`src/rtl/ostmr_pkg.sv`:
```
// Shared register offsets for the match-compare timer.
// Assumes byte offsets with word-aligned registers.
package ostmr_pkg;
    localparam int OFS_MATCH_BASE = 'h00;
    localparam int MATCH_STRIDE   = 4;
    localparam int OFS_COUNT      = 'h10;
    localparam int OFS_STATUS     = 'h14;
    localparam int OFS_WDOG       = 'h18;
    localparam int OFS_GATE       = 'h1C;

    // One-hot selection of the scalar registers.
    typedef struct packed {
        logic count;
        logic status;
        logic wdog;
        logic gate;
    } reg_sel_t;
endpackage

```
`src/rtl/ostmr_counter.sv`:
```
// Free-running up counter with a bus load port.
// A load takes priority over a tick in the same cycle. The counter wraps naturally.
module ostmr_counter #(
    parameter int W = 32
) (
    input  logic         clk,
    input  logic         rst_n,
    input  logic         tick_en,
    input  logic         load,
    input  logic [W-1:0] load_val,
    output logic [W-1:0] count,
    output logic [W-1:0] next_count,
    output logic         advance
);
    // Next value and the qualifying tick.
    always_comb begin
        next_count = count + W'(1);
        advance    = tick_en && !load;
    end

    // Count register: reset, load or increment.
    always_ff @(posedge clk) begin
        if (!rst_n)       count <= '0;
        else if (load)    count <= load_val;
        else if (tick_en) count <= next_count;
    end
endmodule

```
`src/rtl/ostmr_match_chan.sv`:
```
// One compare channel: holds a compare value and flags equality with the
// count that a tick is about to produce. A load never produces a hit.
module ostmr_match_chan #(
    parameter int W = 32
) (
    input  logic         clk,
    input  logic         rst_n,
    input  logic         wr,
    input  logic [W-1:0] wdata,
    input  logic         advance,
    input  logic [W-1:0] next_count,
    output logic [W-1:0] value,
    output logic         hit
);
    // Compare value register.
    always_ff @(posedge clk) begin
        if (!rst_n) value <= '0;
        else if (wr) value <= wdata;
    end

    // Exact equality, only on a counting tick.
    always_comb hit = advance && (next_count == value);
endmodule

```
`src/rtl/ostmr_core.sv`:
```
// Match-compare timer top level: register decode, event register with
// write-one-to-clear, interrupt gate and watchdog on the last channel.
// Assumes 2 <= N_CH <= 4, so the compare channels fit below the count offset,
// and N_CH <= GATE_W.
module ostmr_core #(
    parameter int DATA_W = 32,
    parameter int N_CH   = 4,
    parameter int GATE_W = 12,
    parameter int ADDR_W = 8
) (
    input  logic              clk,
    input  logic              rst_n,
    input  logic              tick_en,
    input  logic              bus_wr,
    input  logic [ADDR_W-1:0] bus_addr,
    input  logic [DATA_W-1:0] bus_wdata,
    output logic [DATA_W-1:0] bus_rdata,
    output logic [N_CH-1:0]   irq,
    output logic              wdt_req
);
    import ostmr_pkg::*;

    localparam int WDOG_CH = N_CH - 1;

    reg_sel_t            sel;
    logic [N_CH-1:0]     sel_match;
    logic [N_CH-1:0]     hits;
    logic [DATA_W-1:0]   match_val [N_CH];
    logic [DATA_W-1:0]   count;
    logic [DATA_W-1:0]   next_count;
    logic                advance;
    logic [N_CH-1:0]     status_q;
    logic [N_CH-1:0]     sts_clr;
    logic [GATE_W-1:0]   gate_q;
    logic [DATA_W-1:0]   wdog_q;
    logic                wdt_req_q;

    // Scalar register decode.
    always_comb begin
        sel.count  = bus_addr == ADDR_W'(OFS_COUNT);
        sel.status = bus_addr == ADDR_W'(OFS_STATUS);
        sel.wdog   = bus_addr == ADDR_W'(OFS_WDOG);
        sel.gate   = bus_addr == ADDR_W'(OFS_GATE);
    end

    ostmr_counter #(.W(DATA_W)) u_cnt (
        .clk        (clk),
        .rst_n      (rst_n),
        .tick_en    (tick_en),
        .load       (bus_wr && sel.count),
        .load_val   (bus_wdata),
        .count      (count),
        .next_count (next_count),
        .advance    (advance)
    );

    for (genvar i = 0; i < N_CH; i++) begin : g_ch
        // Compare channel decode.
        assign sel_match[i] = bus_addr == ADDR_W'(OFS_MATCH_BASE + MATCH_STRIDE * i);

        ostmr_match_chan #(.W(DATA_W)) u_chan (
            .clk        (clk),
            .rst_n      (rst_n),
            .wr         (bus_wr && sel_match[i]),
            .wdata      (bus_wdata),
            .advance    (advance),
            .next_count (next_count),
            .value      (match_val[i]),
            .hit        (hits[i])
        );
    end

    // Bits to clear: only those already set.
    always_comb sts_clr = (bus_wr && sel.status) ? (bus_wdata[N_CH-1:0] & status_q) : '0;

    // Event register: gated set wins over a clear in the same cycle.
    always_ff @(posedge clk) begin
        if (!rst_n) status_q <= '0;
        else        status_q <= (status_q & ~sts_clr) | (hits & gate_q[N_CH-1:0]);
    end

    // Interrupt gate keeps only its low bits.
    always_ff @(posedge clk) begin
        if (!rst_n) gate_q <= '0;
        else if (bus_wr && sel.gate) gate_q <= bus_wdata[GATE_W-1:0];
    end

    // Watchdog: a match on the last channel while armed pulses the request and disarms.
    always_ff @(posedge clk) begin
        if (!rst_n) begin
            wdog_q    <= '0;
            wdt_req_q <= 1'b0;
        end else if (hits[WDOG_CH] && wdog_q[0]) begin
            wdog_q    <= '0;
            wdt_req_q <= 1'b1;
        end else begin
            wdt_req_q <= 1'b0;
            if (bus_wr && sel.wdog) wdog_q <= bus_wdata;
        end
    end

    // Read-data multiplexer; unmapped offsets return zero.
    always_comb begin
        bus_rdata = '0;
        if (sel.count)  bus_rdata = count;
        if (sel.status) bus_rdata = DATA_W'(status_q);
        if (sel.wdog)   bus_rdata = wdog_q;
        if (sel.gate)   bus_rdata = DATA_W'(gate_q);
        for (int i = 0; i < N_CH; i++)
            if (sel_match[i]) bus_rdata = match_val[i];
    end

    assign irq     = status_q;
    assign wdt_req = wdt_req_q;
endmodule

```
`config.mk`:
```
export PLATFORM = sky130hd
export DESIGN_NAME = ostmr_core
export DESIGN_NICKNAME = d
export VERILOG_FILES = /design/src/rtl/ostmr_pkg.sv /design/src/rtl/ostmr_counter.sv /design/src/rtl/ostmr_match_chan.sv /design/src/rtl/ostmr_core.sv
export SDC_FILE = /design/constraint.sdc
export NUM_CORES = 1
export LEC_CHECK = 0
export BUFFER_PORTS_ARGS = -buffer_cell sky130_fd_sc_hd__clkbuf_2
export CAP_MARGIN = 40
export CORE_MARGIN = 2
export CORE_UTILIZATION = 43
export CTS_CLUSTER_DIAMETER = 200
export DETAILED_ROUTE_END_ITERATION = 7
export GPL_TIMING_DRIVEN = 0
export SYNTH_ARGS = -nofsm -noshare
export SYNTH_HDL_FRONTEND = slang
export SYNTH_HIERARCHICAL = 1
export SYNTH_SLANG_ARGS = --single-unit
```
`constraint.sdc`:
```
create_clock -name clk -period 4 [get_ports clk]
set_input_delay 0.6 -clock clk [delete_from_list [all_inputs] [get_ports clk]]
set_output_delay 0.6 -clock clk [all_outputs]
set_load 0.005 [all_outputs]
```
**After elaboration in Yosys (flattened, before gate mapping)**

Index checks and enable logic that the tools add are counted.

- Reductions and logical operators: 18
- Eq/ne operators: 11
- Muxes and demuxes: 12
- Add/subtract/negate cells: 1
- Bitwise logic cells: 6

Operator list:

| kind | number |
|---|---|
| 32-bit 2-to-1 mux | 10 |
| 32-bit equality test | 4 |
| 32-bit by 1-bit adder with 32-bit output, second input constant | 1 |
| 8-bit by 5-bit equality test with 1-bit output, second input constant | 4 |
| 8-bit by 4-bit equality test with 1-bit output, second input constant | 2 |
| 1-bit logical AND | 14 |
| 4-bit bitwise AND | 3 |
| 8-bit by 3-bit equality test with 1-bit output, second input constant | 1 |
| 8-bit zero test | 1 |
| 4-bit 2-to-1 mux | 1 |
| 4-bit inverter | 1 |
| 4-bit bitwise OR | 1 |
| 2-bit nonzero test | 1 |
| 2-bit OR reduction | 1 |
| 1-bit zero test | 1 |
| 1-bit 2-to-1 mux | 1 |
| 1-bit inverter | 1 |

- Word-level logic and storage cells: 57
- Input bits: 44
- Output and inout bits: 37
- Bits in registers: 209

**Depth between registers and ports, before layout**

Gate-level depths: netlist of run 1.

- Depth in word-level cells: 9
- Mapped depth: 15

**Hierarchy**

The synthesis of run 1 kept the hierarchy.

By module, submodules not included:

| module | instances | cells an instance | area an instance (µm²) |
|---|---|---|---|
| ostmr_match_chan | 4 | 147 | 1555.2 |
| ostmr_core | 1 | 525 | 3883.7 |
| ostmr_counter | 1 | 326 | 2428.6 |

**Worst setup path after synthesis of run 1**

Ideal clock, no wire load.

- Path kind: register to register
- From: reg u_cnt.count[0]
- To: reg wdog_q[0]
- Buffers on the path: 1
- Path slack: 0.537 ns
- Library setup time: 0.132 ns
- Clock period less this slack: 3.463 ns
- Cell stages (with the launch flop): 14
- Data arrival time: 3.330 ns
- Cell sequence: dfxtp_1 > ha_1 > nand3_1 > nor4_2 > and4_1 > xor2_1 > xor2_1 > nor4_1 > nand4_1 > nor3_2 > nand2_1 > nand2_1 > clkbuf_1 > a21oi_1

- Cells in the longest elaborated chain, start to end: 5

RTL lines:

| what | RTL line | RTL |
|---|---|---|
| start, declared | ostmr_counter.sv:11 | `output logic [W-1:0] count,` |
| start signal, assigned | ostmr_counter.sv:24 | `else if (load) count <= load_val;` |
| start signal, assigned | ostmr_counter.sv:25 | `else if (tick_en) count <= next_count;` |
| 32-bit by 1-bit adder with 32-bit output | ostmr_counter.sv:17 | `next_count = count + W'(1);` |
| via next_count[28] | ostmr_core.sv:30 | `logic [DATA_W-1:0] next_count;` |
| 32-bit equality test | ostmr_match_chan.sv:22 | `always_comb hit = advance && (next_count == value);` |
| 1-bit logical AND | ostmr_match_chan.sv:22 |  |
| via hits[3] | ostmr_core.sv:27 | `logic [N_CH-1:0] hits;` |
| 1-bit logical AND | ostmr_core.sv:93 | `end else if (hits[WDOG_CH] && wdog_q[0]) begin` |
| 2-bit OR reduction (no line) | - |  |
| end signal, assigned | ostmr_core.sv:98 | `if (bus_wr && sel.wdog) wdog_q <= bus_wdata;` |
| end, declared | ostmr_core.sv:35 | `logic [DATA_W-1:0] wdog_q;` |

The timed path passes the listed nets, and every way through them passes these cells.
A chain may end at the register's enable or synchronous reset.

**Worst setup path in the final report of run 1**

- From: reg u_cnt.count[6]
- To: reg wdog_q[19]

The elaborated chain is that of the path after synthesis.

==> results of run 1 <==
sequential cells by signal, indices dropped and copies added (netlist names):
signal and count:
u_cnt/count 32, gate_q 12, wdt_req 1, irq 4, g_ch.u_chan/value 128, wdog_q 32
where the power goes:
part	leakage, nW	switching, mW	total [mW]	internal (mW)
sequential	1.68	0.00998	2.10	2.09
combinational	3.72	0.300	0.432	0.132
clock	0.395	0.921	2.28	1.35
total	5.80	1.23	4.80	3.57
area by class of cell:
type	count	area, sq um	area share (%)
inverters	9	33.8	0.231
multi-input cells	1111	7990	54.8
well taps	384	480	3.29
flip-flops and latches	209	4190	28.7
diodes	1	2.50	0.0171
clock inverters	5	52.6	0.360
plain buffers	108	534	3.66
clock buffers	37	753	5.16
repair buffers	99	559	3.83
synth_stat cells (12+ instances only):
library cell | instances | share of area (%)
o22ai_1 | 14 | 0.70
and3_1 | 17 | 0.85
a211oi_1 | 28 | 1.7
nor2_1 | 45 | 1.3
buf_4 | 12 | 0.72
a221oi_1 | 20 | 1.4
nand3_1 | 43 | 1.7
a21oi_1 | 82 | 3.3
nand4_1 | 22 | 1.1
nor2b_1 | 133 | 6.6
dfxtp_1 | 209 | 33
clkbuf_1 | 49 | 1.5
nor4_1 | 41 | 2.0
xor2_1 | 135 | 9.4
mux2i_1 | 157 | 13
mux2_2 | 28 | 2.5
nand2_1 | 120 | 3.6
buf_2 | 36 | 1.4
nor3_1 | 19 | 0.76
o21ai_0 | 49 | 2.0
xnor2_1 | 35 | 2.4
path summary, 6_finish.rpt:
check / start / slack, ns / to
worst min register to register: wdog_q[25] / 0.45 / wdog_q[25]
worst min-delay path: bus_wdata[12] / 0.37 / wdog_q[12]
worst max register to register: u_cnt/count[6] / 0.13 / wdog_q[19]
worst max-delay path: u_cnt/count[6] / 0.13 / wdog_q[19]
what timing repair did:
action | in CTS | in global routing
setup endpoints to repair | 37 | 32
buffers inserted | 7 | 7
pin swaps | 3 | 5
gates resized for setup | 32 | 14
layer usage:
metal  up-vias  wire length [um]  GRT usage (%)
li1       5396                 -              -
met1      5798             21300           43.8
met2       667             22700           51.1
met3       152              4300           4.50
met4         0              2560           14.7
met5         -                 0              0
through the flow:
stage          TNS [ns]  hold slack, ns
2_1_floorplan         0           0.427
3_3_place_gp     -42.27           0.440
3_5_place_dp     -45.52           0.443
4_1_cts               0           0.350
5_1_grt               0           0.376
6_report              0           0.365
critical path, delay by kind of cell (launching register included):
family          cells  cell delay [ns]
flops               1             0.51
compound gates      1             0.06
simple gates        8             2.30
xor+xnor            2             0.62
buf+inv             1             0.26
kinds of logic after synthesis:
| group | count (synthesis) | share of synthesized area [%] |
|---|---|---|
| buffers and inverters | 119 | 4.47 |
| and+or+nand+nor | 495 | 21.6 |
| DFF | 209 | 33.4 |
| xor gates and xnor gates | 170 | 11.9 |
| AOI/OAI and AO/OA | 259 | 13.4 |
| muxes | 186 | 15.2 |
| adders and majority gates | 1 | 0.0998 |
==> flow_summary.yaml, run 1 <==
floorplan:
  initial_utilization_pct: 43.7
  die_w_um: 175
  die_h_um: 175
  coreArea_sq_um: 28700
  top_level_ports: 81
  fp.dieArea_sq_um: 30500
  num_rows: 62
final_layout:
  stdcell_area_sq_um: 14600
  nFillCells: 2773
  final_util_pct: 50.9
  final_cell_mix: "207 x dfxtp_1, 157 x mux2i_1, 133 x nor2b_1"
  final_common_cell: "dfxtp_1"
  area_growth_pct: 16.5
  drive_gt1_share_pct: 16.9
  layout.nets: 1609
  finalNonFillerCells: 1963
synth:
  syn_nets: 1484
  netlist_area_sq_um: 12500
  ys_seq_elements: 209
  yosysSeqAreaShare_pct: 33.4
  async_reset_ff_share_pct: 0
  synth_cells: 1439
  syn_avg_cell_area_sq_um: 8.71
  yosysWarnings: 6
  synth_edf_count: 0
  synth_ff_type: "dfxtp_1"
  synth.distinct_cells: 65
timing:
  setup_slack_ns: 0.132
  clock.fmax_mhz: 259
  skew_ns: 0.0117
  rsz0062_at_grt: "no"
  relSlewSlack_pct: 37.0
  layout_min_cycle_time_ns: 3.87
  final-setup-viol-count: 0
  fin_crit_sh_pct: 96.7
  drv_slew: 0
  tightestPinTransition_ns: 0.945
  finalHoldViolations: 0
grt:
  track_usage_pct: 32.3
  overflow: 0
  grt_pass1_wl_um: 73600
  grt_max_degree: 23
  antenna_found_initial: 0
  grt_pass1_vias: 11200
power_and_ir_drop:
  powerDensity_nw_per_um2: 329
  peakVddDrop_mv: 0.271
  p_leak_nw: 5.80
  total_power_mw: 4.80
route:
  first_pass_iters: 5
  drt-vias-per-instance: 6.12
  final_antenna_net_count: 0
  wl_um: 50900
  routed-via-count: 12000
  routedWlPerCell_um: 25.9
  drtIter0Drc: 1437
  drc: 0
clock_tree:
  insertion_delay_ns: 0.54
  cts_max_level: 1
  cts_sinks: 209
  ctsHoldBuffers: 0
  cts_tree: "built"
  cts_root_buf: "clkbuf_16"
  clock_path_buffers: 3
  cts_inserted_buffers: 26
  path_clk_slew_ns: 0.06
critical_path:
  cp.required_ns: 4.43
  ff2ff_path_depth: 12
  arrival_ns: 4.30
  crit_type: "reg -> reg"
  path_cells: "nand3_1 > nor3_2 > nand3_1 > xnor2_1 > xor2_1 > nor4_1 > nand4_1 > nor3_4 > nand2_1 > nand2_4 > clkbuf_4 > a21oi_1"
  path_common_cell: "nand3_1"
  worstPathMaxFanout: 10
  critPathCaptureType: "register"
  crit_path_max_incr_delay_ns: 0.55
  crit_path_start_kind: "register"
  crit_slowest_cell: "nor3_2"
run_status:
  status: "finished clean"
placement:
  placed_cells: 1908
  hpwl_um: 38100
  portBuffers: 78
  placed_area_sq_um: 13500
  place_congestion: 1.06
  pre_cts_slack_ns: -1.24
job:
  cap_violations: 0
hold_path:
  min-delay-path-class: "in -> reg"
  whs_path_depth: 3
Power figures use the tool's default switching activity.
==> run 2: changes to the inputs <==
--- a/config.mk
+++ b/config.mk
@@ -5,6 +5,7 @@
 export SDC_FILE = /design/constraint.sdc
 export NUM_CORES = 1
 export LEC_CHECK = 0
+export ABC_AREA = 1
 export BUFFER_PORTS_ARGS = -buffer_cell sky130_fd_sc_hd__clkbuf_2
 export CAP_MARGIN = 40
 export CORE_MARGIN = 2
@@ -12,6 +13,7 @@
 export CTS_CLUSTER_DIAMETER = 200
 export DETAILED_ROUTE_END_ITERATION = 7
 export GPL_TIMING_DRIVEN = 0
+export MAX_ROUTING_LAYER = met4
 export SYNTH_ARGS = -nofsm -noshare
 export SYNTH_HDL_FRONTEND = slang
 export SYNTH_HIERARCHICAL = 1
==> flow_summary.yaml, run 2 <==
route:
  first_pass_iters: 5
  wl_um: 50200
  routed-via-count: 13200
  drtIter0Drc: 1545
  drc: 0
  routedWlPerCell_um: 20.4
  final_antenna_net_count: 0
  drt-vias-per-instance: 5.36
synth:
  synthMostInstantiatedCell: "nand2_1"
  yosysTopAreaCellShare_pct: 34.2
  syn_nets: 2009
  synth_edf_count: 0
  netlist_area_sq_um: 12200
  synth.distinct_cells: 38
  syn_avg_cell_area_sq_um: 6.22
  async_reset_ff_share_pct: 0
  yosysTopAreaCell: "dfxtp_1"
  synth_ff_type: "dfxtp_1"
  yosysSeqAreaShare_pct: 34.2
  synthTopCellsByArea: "dfxtp_1 34%, nand2_1 17%, nor2_1 9.8%"
  synth_cells: 1964
  yosysWarnings: 6
  ys_seq_elements: 209
  synth_commonest_cells: "562 x nand2_1, 318 x nor2_1, 229 x inv_1"
timing:
  finalHoldViolations: 0
  fin_hold_ws_ns: 0.396
  skew_ns: 0.00822
  final-setup-viol-count: 0
  relSlewSlack_pct: 32.6
  drv_slew: 0
  clock.fmax_mhz: 264
  tightestPinTransition_ns: 1.01
  layout_min_cycle_time_ns: 3.79
  fin_crit_sh_pct: 94.7
  tns_ns: 0
  rsz0062_at_grt: "no"
final_layout:
  area_growth_pct: 14.6
  stdcell_area_sq_um: 14000
  layout.nets: 2117
  regMostFlops: "g_ch.u_chan/value"
  multi_input_area_sq_um: 6680
  largestRegisters: "g_ch.u_chan/value x128, u_cnt/count x32, wdog_q x32"
  nFillCells: 2969
  largest_register_ffs: 128
  final_cell_mix: "562 x nand2_1, 318 x nor2_1, 229 x inv_1"
  regArea_sq_um: 4180
  drive_gt1_share_pct: 10.7
  final_common_cell: "nand2_1"
  finalNonFillerCells: 2467
  diodes: 0
clock_tree:
  postCtsSetupRepairBufs: 0
  clock_path_buffers: 3
  cts_max_level: 1
  path_clk_slew_ns: 0.06
  cts_root_buf: "clkbuf_16"
  insertion_delay_ns: 0.54
  cts_sinks: 209
  cts_inserted_buffers: 26
  cts_tree: "built"
floorplan:
  die_w_um: 173
  top_level_ports: 81
  die_h_um: 173
  coreArea_sq_um: 27900
  initial_utilization_pct: 43.9
  num_rows: 61
  fp.dieArea_sq_um: 29800
placement:
  place_congestion: 1.03
  placed_area_sq_um: 13100
  portBuffers: 79
  hpwl_um: 37400
  placed_cells: 2422
job:
  cap_violations: 0
critical_path:
  worstPathMaxFanout: 10
  arrival_ns: 4.20
  regToRegSetupSlack_ns: 0.21
  crit_type: "reg -> reg"
  critPathCaptureType: "register"
  cp.required_ns: 4.42
  crit_path_start_kind: "register"
grt:
  grt_pass1_wl_um: 74900
  grt_pass1_vias: 12300
  grt_max_degree: 26
  overflow: 0
  antenna_found_initial: 0
  track_usage_pct: 33.9
power_and_ir_drop:
  powerDensity_nw_per_um2: 344
  p_leak_nw: 5.67
  peakVddDrop_mv: 0.266
  total_power_mw: 4.82
run_status:
  status: "finished clean"
hold_path:
  min-delay-path-class: "in -> reg"
==> run 2: area by class of cell <==
cell class / count / area share [%]
Buffer: 84 / 3.43
Clock buffer: 36 / 5.42
Clock inverter: 9 / 0.858
Inverter: 240 / 6.45
Multi-Input combinational cell: 1431 / 47.7
Sequential cell: 209 / 29.9
Tap cell: 378 / 3.38
Timing Repair Buffer: 80 / 2.88
==> run 2: kinds of logic after synthesis <==
logic type / after synthesis / synth area share (%)
and+or+nand+nor: 1025 / 34.3
xor gates and xnor gates: 59 / 4.54
DFF: 209 / 34.2
adders and majority gates: 1 / 0.102
buffers and inverters: 324 / 11.3
AOI/OAI and AO/OA: 346 / 15.6
==> run 2: what timing repair did <==
item / 4_1_cts / 5_1_grt
pin swaps: 0 / 0
endpoints found under the setup margin: 20 / 30
hold buffers: 0 / 0
resized for setup: 2 / 10
gates cloned: 0 / 0
==> run 2: path summary, 6_finish.rpt <==
path,start,endpoint,cells after the start
worst max-delay path,u_cnt/count[0],wdog_q[15],17
worst min-delay path,bus_wdata[14],g_ch[2].u_chan/value[14],3
worst max register to register,u_cnt/count[0],wdog_q[15],17
worst min register to register,wdog_q[7],wdog_q[7],2
==> run 2: worst max-delay path: stages (launching register included) <==
cell	delay, ns
dfxtp_1	0.38
inv_1	0.27
nor2_4	0.24
nand2_1	0.16
nor2_4	0.27
nand2_1	0.10
nand2_1	0.07
nand2_1	0.16
xor2_1	0.22
nor2_1	0.24
nand2_1	0.13
nor2_1	0.10
nand3_1	0.23
nor2_1	0.27
inv_1	0.10
o21ai_2	0.25
clkbuf_4	0.36
a211oi_1	0.09
==> run 2: per-layer routing <==
layer | vias up | routed length [um] | track usage [%]
li1 | 6392 | - | -
met1 | 6070 | 21500 | 45.1
met2 | 647 | 22300 | 53.1
met3 | 104 | 4580 | 5.06
met4 | 0 | 1760 | 10.4
met5 | - | 0 | -
==> run 2: report_power, final <==
part	internal (mW)	leakage [nW]	switching, mW
sequential	2.09	1.68	0.00571
combinational	0.0618	3.55	0.200
clock	1.51	0.439	0.963
total	3.65	5.67	1.17
==> run 2: stage by stage <==
| step | utilization, % | setup WS, ns |
|---|---|---|
| detailed placement | 47.0 | -0.487 |
| floorplan | - | 0.903 |
| global route | 50.3 | 0.0525 |
| finish | 50.3 | 0.213 |
| CTS | 50.2 | 0.0684 |
| global placement | 47.0 | -0.416 |
==> run 3: changes to the inputs <==
--- a/config.mk
+++ b/config.mk
@@ -14,6 +14,7 @@
 export DETAILED_ROUTE_END_ITERATION = 7
 export GPL_TIMING_DRIVEN = 0
 export MAX_ROUTING_LAYER = met4
+export RECOVER_POWER = 50
 export SYNTH_ARGS = -nofsm -noshare
 export SYNTH_HDL_FRONTEND = slang
 export SYNTH_HIERARCHICAL = 1
==> flow_summary.yaml, run 3 (synthesis results as in run 2) <==
run_status:
  status: "finished clean"
timing:
  relSlewSlack_pct: 35.7
  tightestPinTransition_ns: 0.964
  clock.fmax_mhz: 263
  skew_ns: 0.0105
  final-setup-viol-count: 0
  setup_slack_ns: 0.205
  finalHoldViolations: 0
  rsz0062_at_grt: "no"
  layout_min_cycle_time_ns: 3.80
  drv_slew: 0
  fin_crit_sh_pct: 94.9
final_layout:
  final_cell_mix: "564 x nand2_1, 320 x nor2_1, 233 x inv_1"
  stdcell_area_sq_um: 13900
  diodes: 0
  largestRegisters: "g_ch.u_chan/value x128, u_cnt/count x32, wdog_q x32"
  drive_gt1_share_pct: 9.24
  regMostFlops: "g_ch.u_chan/value"
  final_common_cell: "nand2_1"
  finalNonFillerCells: 2467
  largest_register_ffs: 128
  final_util_pct: 50.0
  layout.nets: 2117
  area_growth_pct: 14.0
grt:
  grt_max_degree: 26
  antenna_found_initial: 0
  track_usage_pct: 33.9
  overflow: 0
  grt_pass1_vias: 12300
  grt_pass1_wl_um: 74900
placement:
  place_congestion: 1.03
  placed_cells: 2422
  pre_cts_slack_ns: -0.487
  placed_area_sq_um: 13100
  portBuffers: 79
  hpwl_um: 37400
critical_path:
  crit_type: "reg -> reg"
  regToRegSetupSlack_ns: 0.20
  worstPathMaxFanout: 10
  crit_path_start_kind: "register"
  arrival_ns: 4.21
  cp.required_ns: 4.42
  critPathCaptureType: "register"
  ff2ff_path_depth: 15
route:
  first_pass_iters: 6
  routedWlPerCell_um: 20.4
  wl_um: 50300
  final_antenna_net_count: 0
  routed-via-count: 13300
  drc: 0
  drt-vias-per-instance: 5.39
  drtIter0Drc: 1497
power_and_ir_drop:
  peakVddDrop_mv: 0.271
  powerDensity_nw_per_um2: 346
  p_leak_nw: 5.62
clock_tree:
  cts_tree: "built"
  cts_root_buf: "clkbuf_16"
  cts_max_level: 1
  insertion_delay_ns: 0.54
  ctsHoldBuffers: 0
  clock_path_buffers: 3
  cts_inserted_buffers: 26
  cts_sinks: 209
  path_clk_slew_ns: 0.06
hold_path:
  min-delay-path-class: "in -> reg"
  whs_path_depth: 3
floorplan:
  fp.dieArea_sq_um: 29800
  initial_utilization_pct: 43.9
  num_rows: 61
  top_level_ports: 81
  die_h_um: 173
  coreArea_sq_um: 27900
  die_w_um: 173
job:
  cap_violations: 0
[run 3: path summary, 6_finish.rpt]
check,endpoint,start
worst min-delay path,g_ch[2].u_chan/value[14],bus_wdata[14]
worst max register to register,wdog_q[15],u_cnt/count[0]
worst min register to register,wdog_q[7],wdog_q[7]
worst max-delay path,wdog_q[15],u_cnt/count[0]
[run 3: per-layer routing]
| metal | GRT usage [%] | up-vias | wire length (um) |
|---|---|---|---|
| met5 | - | - | 0 |
| met4 | 10.4 | 0 | 1610 |
| met3 | 5.06 | 96 | 4840 |
| met2 | 53.1 | 668 | 22600 |
| met1 | 45.1 | 6146 | 21200 |
| li1 | - | 6386 | - |
[run 3: per-stage QoR]
step	setup TNS, ns	total power [mW]	hold WS, ns
6_report	0	4.82	0.394
2_1_floorplan	0	2.25	0.434
5_1_grt	0	4.93	0.396
4_1_cts	0	4.83	0.386
3_3_place_gp	-8.35	2.39	0.448
3_5_place_dp	-10.0	2.39	0.450
[run 3: what timing repair did]
item                                   4_1_cts  5_1_grt
endpoints found under the hold margin        0        0
setup endpoints to repair                   20       30
gates resized for setup                      2       10
setup buffers                                0        0
[run 3: power breakdown]
part           switching, mW  internal (mW)  total (mW)
combinational          0.199         0.0609       0.260
clock                  0.966           1.51        2.47
sequential           0.00573           2.09        2.09
total                   1.17           3.65        4.82
[run 3: cell type report]
type	count	area, sq um
buffer	84	415
clock buffer	36	759
clock inverter	9	120
fill	2987	13900
inverter	240	903
multi-input combinational	1431	6670
sequential	209	4180
tap	378	473
timing repair buffer	80	402
[run 3: worst max-delay path, cell delays in order, from the launching register on]
cell and delay [ns]:
dfxtp_1 0.38, inv_1 0.27, nor2_4 0.24, inv_1 0.07, nor2_2 0.25, xor2_1 0.61, o21ai_0 0.25, nor2_1 0.12
nand2_1 0.06, nor2_1 0.09, nand3_1 0.23, nor2_1 0.27, inv_1 0.10, o21ai_2 0.25, clkbuf_4 0.36, a211oi_1 0.10
